--- src/rtl/gti_pkg.sv ---
package gti_pkg;
  typedef enum logic {
    SHARE_EQUAL      = 1'b0,
    SHARE_INTERLEAVE = 1'b1
  } share_mode_e;

  typedef enum logic [1:0] {
    ST_IDLE     = 2'd0,
    ST_SWEEP    = 2'd1,
    ST_PROBE_UP = 2'd2,
    ST_PROBE_DN = 2'd3
  } ctl_state_e;
endpackage

--- src/rtl/gti_neighbour.sv ---
// Interleaved-individuals table: which individuals share a subgroup with idx.
module gti_neighbour #(
  parameter int N_IND = 8,
  parameter int IDX_W = $clog2(N_IND)
) (
  input  logic [IDX_W-1:0] idx,
  output logic [IDX_W-1:0] nxt,
  output logic [IDX_W-1:0] prv
);
  logic [IDX_W-1:0] nxt_tab [N_IND];
  logic [IDX_W-1:0] prv_tab [N_IND];

  for (genvar k = 0; k < N_IND; k++) begin : g_tab
    assign nxt_tab[k] = IDX_W'((k + 1) % N_IND);
    assign prv_tab[k] = IDX_W'((k + N_IND - 1) % N_IND);
  end

  assign nxt = nxt_tab[idx];
  assign prv = prv_tab[idx];
endmodule

--- src/rtl/gti_cover.sv ---
// Coverage map: subgroup mask of one individual, one or two subgroups wide.
module gti_cover #(
  parameter int N_IND = 8,
  parameter int IDX_W = $clog2(N_IND)
) (
  input  logic [IDX_W-1:0] base,
  input  logic [IDX_W-1:0] nbr,
  input  logic             wide,
  output logic [N_IND-1:0] cov
);
  for (genvar b = 0; b < N_IND; b++) begin : g_bit
    assign cov[b] = (base == IDX_W'(b)) || (wide && (nbr == IDX_W'(b)));
  end
endmodule

--- src/rtl/gti_ctrl.sv ---
module gti_ctrl
  import gti_pkg::*;
#(
  parameter int N_IND = 8,
  parameter int IDX_W = $clog2(N_IND)
) (
  input  logic             clk,
  input  logic             rst_n,
  input  logic             start,
  input  logic             mode_in,
  input  logic             test_disc,
  input  logic             test_end,
  input  logic [IDX_W-1:0] cur_nxt,
  input  logic [IDX_W-1:0] cur_prv,
  input  logic [IDX_W-1:0] fault_prv,
  input  logic [N_IND-1:0] cov_cur_one,
  input  logic [N_IND-1:0] cov_cur_two,
  input  logic [N_IND-1:0] cov_f_one,
  input  logic [N_IND-1:0] cov_f_nxt_one,
  output logic [IDX_W-1:0] cur,
  output logic [IDX_W-1:0] fault,
  output logic             test_req,
  output logic             busy,
  output logic             done,
  output logic [N_IND-1:0] mask,
  output logic             unartic,
  output logic             ambig
);
  localparam logic [IDX_W-1:0] LAST_IND = IDX_W'(N_IND - 1);

  ctl_state_e  state;
  share_mode_e mode_q;
  logic        resp;

  assign test_req = (state != ST_IDLE);
  assign busy     = test_req;
  assign resp     = test_req && (test_disc || test_end);

  always_ff @(posedge clk or negedge rst_n) begin
    if (!rst_n) begin
      state   <= ST_IDLE;
      mode_q  <= SHARE_EQUAL;
      cur     <= '0;
      fault   <= '0;
      mask    <= '1;
      done    <= 1'b0;
      unartic <= 1'b0;
      ambig   <= 1'b0;
    end else begin
      done <= 1'b0;
      unique case (state)
        ST_IDLE: begin
          if (start) begin
            mode_q  <= share_mode_e'(mode_in);
            cur     <= '0;
            mask    <= '1;
            unartic <= 1'b0;
            ambig   <= 1'b0;
            state   <= ST_SWEEP;
          end
        end
        ST_SWEEP: begin
          if (test_disc) begin
            if (mode_q == SHARE_EQUAL) begin
              mask  <= cov_cur_one;
              done  <= 1'b1;
              state <= ST_IDLE;
            end else begin
              fault <= cur;
              mask  <= cov_cur_two;
              cur   <= cur_nxt;
              state <= ST_PROBE_UP;
            end
          end else if (test_end) begin
            if (cur == LAST_IND) begin
              unartic <= 1'b1;
              mask    <= '1;
              done    <= 1'b1;
              state   <= ST_IDLE;
            end else begin
              cur <= cur + IDX_W'(1);
            end
          end
        end
        ST_PROBE_UP: begin
          if (test_disc) begin
            mask  <= cov_cur_one;
            done  <= 1'b1;
            state <= ST_IDLE;
          end else if (test_end) begin
            cur   <= fault_prv;
            state <= ST_PROBE_DN;
          end
        end
        ST_PROBE_DN: begin
          if (test_disc) begin
            mask  <= cov_f_one;
            done  <= 1'b1;
            state <= ST_IDLE;
          end else if (test_end) begin
            mask  <= cov_f_nxt_one;
            ambig <= 1'b1;
            done  <= 1'b1;
            state <= ST_IDLE;
          end
        end
        default: state <= ST_IDLE;
      endcase
    end
  end

  a_r8_done_single: assert property (@(posedge clk) disable iff (!rst_n)
    done |=> !done);
  a_r2_hold_request: assert property (@(posedge clk) disable iff (!rst_n)
    (test_req && !resp) |=> (test_req && $stable(cur)));
  a_r3_final_onehot: assert property (@(posedge clk) disable iff (!rst_n)
    (done && !unartic) |-> $onehot(mask));
  a_r4_unartic_full: assert property (@(posedge clk) disable iff (!rst_n)
    unartic |-> (&mask));
  a_r5_two_suspects: assert property (@(posedge clk) disable iff (!rst_n)
    (state == ST_PROBE_UP || state == ST_PROBE_DN) |-> ($countones(mask) == 2));
  a_r5_upper_probe: assert property (@(posedge clk) disable iff (!rst_n)
    (state == ST_PROBE_UP) |-> (cur_prv == fault));
  a_r7_start_ignored: assert property (@(posedge clk) disable iff (!rst_n)
    (busy && start && !resp) |=> $stable(mask));
  a_r6_ambig_interleave: assert property (@(posedge clk) disable iff (!rst_n)
    ambig |-> (mode_q == SHARE_INTERLEAVE));
endmodule

--- src/rtl/gti_isolator.sv ---
module gti_isolator #(
  parameter int N_RES = 64,
  parameter int N_IND = 8,
  localparam int IDX_W  = $clog2(N_IND),
  localparam int SUB_SZ = N_RES / N_IND
) (
  input  logic             clk,
  input  logic             rst_n,
  input  logic             start,
  input  logic             mode,
  output logic             test_req,
  output logic [IDX_W-1:0] test_idx,
  input  logic             test_disc,
  input  logic             test_end,
  output logic             busy,
  output logic             done,
  output logic [N_IND-1:0] suspect_mask,
  output logic             unartic,
  output logic             ambig
);
  if (SUB_SZ * N_IND != N_RES || N_IND < 3) begin : g_bad_cfg
    $error("pool must split evenly into at least three subgroups");
  end

  logic [IDX_W-1:0] cur, fault;
  logic [IDX_W-1:0] cur_nxt, cur_prv, f_nxt, f_prv;
  logic [N_IND-1:0] cov_cur_one, cov_cur_two, cov_f_one, cov_f_nxt_one;

  gti_neighbour #(.N_IND(N_IND), .IDX_W(IDX_W)) u_nb_cur (
    .idx(cur), .nxt(cur_nxt), .prv(cur_prv));
  gti_neighbour #(.N_IND(N_IND), .IDX_W(IDX_W)) u_nb_fault (
    .idx(fault), .nxt(f_nxt), .prv(f_prv));

  gti_cover #(.N_IND(N_IND), .IDX_W(IDX_W)) u_cov_cur_one (
    .base(cur), .nbr(cur), .wide(1'b0), .cov(cov_cur_one));
  gti_cover #(.N_IND(N_IND), .IDX_W(IDX_W)) u_cov_cur_two (
    .base(cur), .nbr(cur_nxt), .wide(1'b1), .cov(cov_cur_two));
  gti_cover #(.N_IND(N_IND), .IDX_W(IDX_W)) u_cov_f_one (
    .base(fault), .nbr(fault), .wide(1'b0), .cov(cov_f_one));
  gti_cover #(.N_IND(N_IND), .IDX_W(IDX_W)) u_cov_f_nxt (
    .base(f_nxt), .nbr(f_nxt), .wide(1'b0), .cov(cov_f_nxt_one));

  gti_ctrl #(.N_IND(N_IND), .IDX_W(IDX_W)) u_ctrl (
    .clk(clk), .rst_n(rst_n), .start(start), .mode_in(mode),
    .test_disc(test_disc), .test_end(test_end),
    .cur_nxt(cur_nxt), .cur_prv(cur_prv), .fault_prv(f_prv),
    .cov_cur_one(cov_cur_one), .cov_cur_two(cov_cur_two),
    .cov_f_one(cov_f_one), .cov_f_nxt_one(cov_f_nxt_one),
    .cur(cur), .fault(fault), .test_req(test_req), .busy(busy),
    .done(done), .mask(suspect_mask), .unartic(unartic), .ambig(ambig));

  assign test_idx = cur;
endmodule

--- config.mk ---
export PLATFORM = sky130hd
export DESIGN_NAME = gti_isolator
export DESIGN_NICKNAME = d
export VERILOG_FILES = /design/src/rtl/gti_pkg.sv /design/src/rtl/gti_neighbour.sv /design/src/rtl/gti_cover.sv /design/src/rtl/gti_ctrl.sv /design/src/rtl/gti_isolator.sv
export SDC_FILE = /design/constraint.sdc
export NUM_CORES = 1
export LEC_CHECK = 0
export ABC_AREA = 1
export BUFFER_PORTS_ARGS = -buffer_cell sky130_fd_sc_hd__clkbuf_2
export CORE_ASPECT_RATIO = 2
export CORE_UTILIZATION = 55
export CTS_CLUSTER_DIAMETER = 80
export DETAILED_ROUTE_END_ITERATION = 6
export GPL_TIMING_DRIVEN = 0
export PLACE_DENSITY = 0.86
export SLEW_MARGIN = 10
export SYNTH_ARGS = -nofsm -noshare
export SYNTH_HDL_FRONTEND = slang
export SYNTH_SLANG_ARGS = --single-unit
--- constraint.sdc ---
create_clock -name clk -period 4.84 [get_ports clk]
set_clock_uncertainty 0.1 [all_clocks]
set_input_delay 0.484 -clock clk [delete_from_list [all_inputs] [get_ports clk]]
set_output_delay 0.484 -clock clk [all_outputs]
set_load 0.01 [all_outputs]
======== Word-level counts from Yosys, hierarchy flattened ========
Memory sizes are Yosys's and may differ from the RTL's.
Cells that the tools add are included.
cells by class
  add/subtract/negate cells ............... 1
  reductions and logical operators ........ 24
  $lt $le $gt $ge ......................... 2
  multiplexer cells ....................... 49
  bitwise gates (word level) .............. 2
  eq/ne operators ......................... 46
operators with widths
  kind                   count
  $mux W8                8
  $eq A3 B3 Y1 const B   16
  $mux W3                13
  $pmux W8 S4            1
  $eq A3 B2 Y1 const B   8
  $mux W2                9
  $ne A2 B2 Y1 const B   8
  $reduce_and A5 Y1      3
  $mux W1                13
  $eq A3 B1 Y1 const B   4
  $logic_not A3 Y1       4
  $ne A3 B3 Y1 const B   4
  $pmux W3 S3            1
  $ge A4 B4 Y1 const B   2
  $logic_or A1 B1 Y1     8
  $not A3 Y4             2
  $pmux W2 S4            1
  $reduce_and A7 Y1      1
  $ne A3 B2 Y1 const B   2
  $reduce_bool A2 Y1     3
  $eq A2 B2 Y1 const B   2
  $pmux W1 S2            2
  $reduce_and A4 Y1      1
  $add A3 B1 Y3 const B  1
  7 further kinds        7
word-level totals
  memory bits (read-only) ................. 72
  input bits .............................. 6
  register bits after elaboration ......... 20
  memories kept ........................... 3
  logic and storage cells ................. 135
  output and inout port bits .............. 16
memory list
  name             depth  width  read ports  clocked after Yosys merged registers in  wr ports  RTL line             source
  (no name shown)  8      3      1           0                                        0         gti_neighbour.sv:18  assign nxt = nxt_tab[idx];
  (no name shown)  8      3      1           0                                        0         gti_neighbour.sv:19  assign prv = prv_tab[idx];
  (no name shown)  8      3      1           0                                        0         gti_neighbour.sv:18

======== Longest topological paths before layout ========
  depth after elaboration ................. 9
  mapped depth ............................ 11
  mapped depth without buffers ............ 10

======== Modules after synthesis ========
Synthesis repeated with hierarchy kept, for this count alone.
second synthesis, totals
  cells, all modules ...................... 412
  area, all modules ....................... 2438.6 sq um
modules (own cells, without submodules)
  module                      area each (sq um)  cells an instance  sequential area each (sq um)  times used
  gti_ctrl                    1526.5             223                510.5                         1
  gti_cover                   165.2              37                 0.0                           4
  gti_neighbour (u_nb_fault)  123.9              20                 0.0                           1
  gti_neighbour (u_nb_cur)    120.1              19                 0.0                           1
  gti_isolator                7.5                2                  0.0                           1

======== Worst setup path after synthesis ========
OpenSTA, ideal clock, no wires.
  path type ............................... register -> output
  from .................................... register u_ctrl.state[0]
  to ...................................... output port test_req
  stages on the path, launching flop included .. 6
  path buffers ............................ 2
  arrival ................................. 1211 ps
  slack ................................... 3045 ps
  required time ........................... 4256 ps
  path through ............................ dfrtp_1 -> inv_1 -> ha_1 -> buf_2 -> clkinv_1 -> buf_4
on the way
  longest elaborated chain between the ends .. 1
ends and longest elaborated chain
  item                    RTL line            source
  from (decl)             gti_ctrl.sv:31      ctl_state_e state;
  from (signal assigned)  gti_ctrl.sv:41      state <= ST_IDLE;
  from (signal assigned)  gti_ctrl.sv:59      state <= ST_SWEEP;
  from (signal assigned)  gti_ctrl.sv:67      state <= ST_IDLE;
  $reduce_bool A2 Y1      gti_ctrl.sv:35      assign test_req = (state != ST_IDLE);
  to (decl)               gti_isolator.sv:11  output logic test_req,
No other way between the ends.

======== Worst setup path in the final report ========
  from .................................... register u_ctrl.state[1]
  to ...................................... output port test_req
The elaborated chain is that of the path after synthesis.

==> summary.txt <==
Status
  • Status: completed

Critical path
  • Buf+Inv Stages, Crit Path: 5
  • Critical path required time: 4260 ps
  • CP Class: flop to output pin
  • Crit path max fanout: 11
  • CP arrival: 1790 ps
  • CP cell instances: inv_1, ha_1, buf_2, clkinv_1, buf_4, clkbuf_2
  • Slowest cell on crit path: dfrtp_1
  • Max stage delay on crit path: 410 ps
  • Startpoint Class: flop
  • Top Family by Delay on Critical Path: buffers and inverters
  • Worst setup EP type: output pin

GRT
  • Vias in the first global route: 1728
  • First-pass GRT wire length: 7.521 mm
  • Initial antenna violation count: 0
  • Met2 usage: 52.66%
  • M1 GR Usage: 29.76%
  • GRT met3 Usage: 4.000%
  • GR peak layer: met2
  • Total routing usage reported by global routing: 29.00%
  • Largest net degree at the start of global routing: 21
  • GRT overflow: 0

Die
  • Die X: 41.65 um
  • Die ar.: 3386 um^2
  • Die H: 81.30 um
  • CORE AREA: 2978 um^2
  • Initial cell density of the core: 58.07%
  • Standard-cell row count: 28
  • I/O pins: 22

Synthesis
  • Synth Cell Area: 1729 um^2
  • FF+latch count, synth: 20
  • XOR/XNOR share of the synthesized area: 0%
  • Synth warn: 0
  • Cells after Synth: 267
  • Synth Area in Simple Gates: 36.76%
  • Syn_nets: 289
  • Yosys cell types: 23
  • Compound-Gate Fraction of Synth Area: 11.79%
  • Area share of fa/ha/maj cells after synthesis: 11.58%
  • Multiplexer share of the synthesized area: 0.6512%
  • Register area share after synthesis: 29.52%
  • Main combinational cell family by area after synthesis: simple AND/OR/NAND/NOR gates
  • Avg Inst Size Synth: 6.476 um^2

Power and ir drop
  • Peak supply drop: 350.3 uV
  • Static Leakage: 1.015 nW
  • Power Total: 0.001207 W
  • Cell Pwr Density: 621.1 nW/um^2

Routing
  • DRT Pass-1 Iters: 5
  • Number of DRC violations after detailed-routing iteration 0: 127
  • Residual DRC count: 0
  • WL final: 4.644 mm
  • WL/cell: 14.42 um
  • Vias: 1887
  • DR vias/cell: 5.860
  • Post-route ant nets: 0

Timing
  • Fin worst setup slack: 2468 ps
  • Slew margin rel.: 64.32%
  • Worst Tran Pin Value: 535.2 ps
  • Setup tns final: 0 ps
  • Final Max Tran Viols: 0
  • Final setup vio count: 0
  • Tmin final: 2372 ps
  • RSZ-0062 raised after global routing: false
  • Final hold vios: 0
  • Period utilization: 49.01%
  • Max frequency: 421.6 MHz

CTS
  • TritonCTS buffer count: 3
  • Worst-path clk slew: 80 ps
  • Post-CTS resize count: 0
  • Clock latency on the worst-skew pair: 260 ps
  • Number of setup buffers added after CTS: 0
  • CTS Hold Bufs: 0
  • Maximum level of the CTS H-tree: 1
  • Clock Sinks: 20
  • CTS tree: yes
  • Clock Path Buffers: 2
  • Root Buffer: clkbuf_8

Final layout
  • Filler Cell Count: 288
  • ANT cells: 0
  • Flip-flop and latch area: 510.5 um^2
  • Area growth syn-to-layout: 12.37%
  • Most frequent cells in the layout: 68 x nand2_1, 43 x nor2_1, 36 x nand3_1
  • Share of cells above drive strength 1: 16.10%
  • Most common cell after layout, fill and taps aside: nand2_1
  • Final std cells w/o fill: 322
  • Nets@finish: 315
  • Multi-input gate area: 1051 um^2

Hold path
  • Worst Hold Class: input port to async pin

Placement
  • Dpl cells: 318
  • Final HPWL from detailed placement: 3.381 mm
  • Port bufs: 21
  • GPL Wtd Cong: 0.9790
  • Place WS: 2752 ps

Job
  • Max_cap viols: 0
-- routing by layer --
layer,share of wire [%],vias to the layer above
li1,-,904
met1,34,844
met2,54,106
met3,6.5,33
met4,5.5,0
met5,0,-
-- logic make-up (layout without fill, tap and decap cells) --
kind of cell / after synthesis / in the layout
mux: 1 / 1
simple gates: 152 / 152
flops: 20 / 20
fa+ha+maj: 16 / 16
compound gates: 39 / 39
buf+inv: 39 / 64
-- cells in the mapped netlist --
cell type	count	area (um^2)
dfstp_2	8	210.2
o21a_1	1	7.510
buf_2	8	40.04
o211ai_1	2	15.01
nand4_1	1	6.260
mux2_2	1	11.26
o21ai_0	23	115.1
nand2_1	68	255.2
a31oi_1	1	6.260
nand3b_1	2	15.01
buf_4	1	7.510
a21oi_1	12	60.06
dfrtp_1	12	300.3
ha_1	16	200.2
nor2_4	1	11.26
nand2_2	1	6.260
nor2_1	43	161.4
buf_6	1	11.26
inv_1	26	97.59
inv_2	1	3.750
nand3_1	36	180.2
clkbuf_1	1	3.750
clkinv_1	1	3.750
-- sequential cells by signal, summed over array words and instances (netlist names) --
| register | count |
|---|---|
| u_ctrl.mask | 8 |
| u_ctrl.cur | 3 |
| u_ctrl.fault | 3 |
| u_ctrl.state | 2 |
| u_ctrl.ambig | 1 |
| u_ctrl.done | 1 |
| u_ctrl.mode_q | 1 |
| u_ctrl.unartic | 1 |
-- where the power goes --
group	internal (W)	leakage, nW	switching (W)
Sequential	0.000252	0.245	0.0000452
Clock	0.000110	0.0357	0.0000574
Combinational	0.000258	0.734	0.000484
-- area by class of cell --
| cell class | instances | share of cell area [%] |
|---|---|---|
| multi-input cells | 208 | 54.09 |
| inverters | 28 | 5.409 |
| clock buffers | 3 | 2.125 |
| repair buffers | 21 | 5.409 |
| flip-flops and latches | 20 | 26.27 |
| well taps | 30 | 1.932 |
| clock inverters | 1 | 1.545 |
| plain buffers | 11 | 3.220 |
-- stage by stage --
stage          hold slack (ps)  util (%)  instance area (um^2)
3_3_place_gp             372.0     62.86                  1872
2_1_floorplan            88.41         -                  1729
4_1_cts                  102.7     65.25                  1943
6_report                 88.56     65.25                  1943
5_1_grt                  124.0     65.25                  1943
3_5_place_dp             389.4     62.86                  1872
-- final timing paths --
check | from | end | slack [ps] | cells past startpoint
min in group clk | mode | u_ctrl.mode_q | 360 | 2
setup reg to reg | u_ctrl.cur[0] | u_ctrl.mask[7] | 2780 | 9
setup / recovery | u_ctrl.state[1] | test_req | 2470 | 6
hold / removal | rst_n | u_ctrl.done | 90 | 1
max in group asynchronous | rst_n | u_ctrl.mask[3] | 4190 | 1
hold reg to reg | u_ctrl.mask[4] | u_ctrl.mask[4] | 400 | 2
No activity file was read; power rests on OpenSTA's default activity.
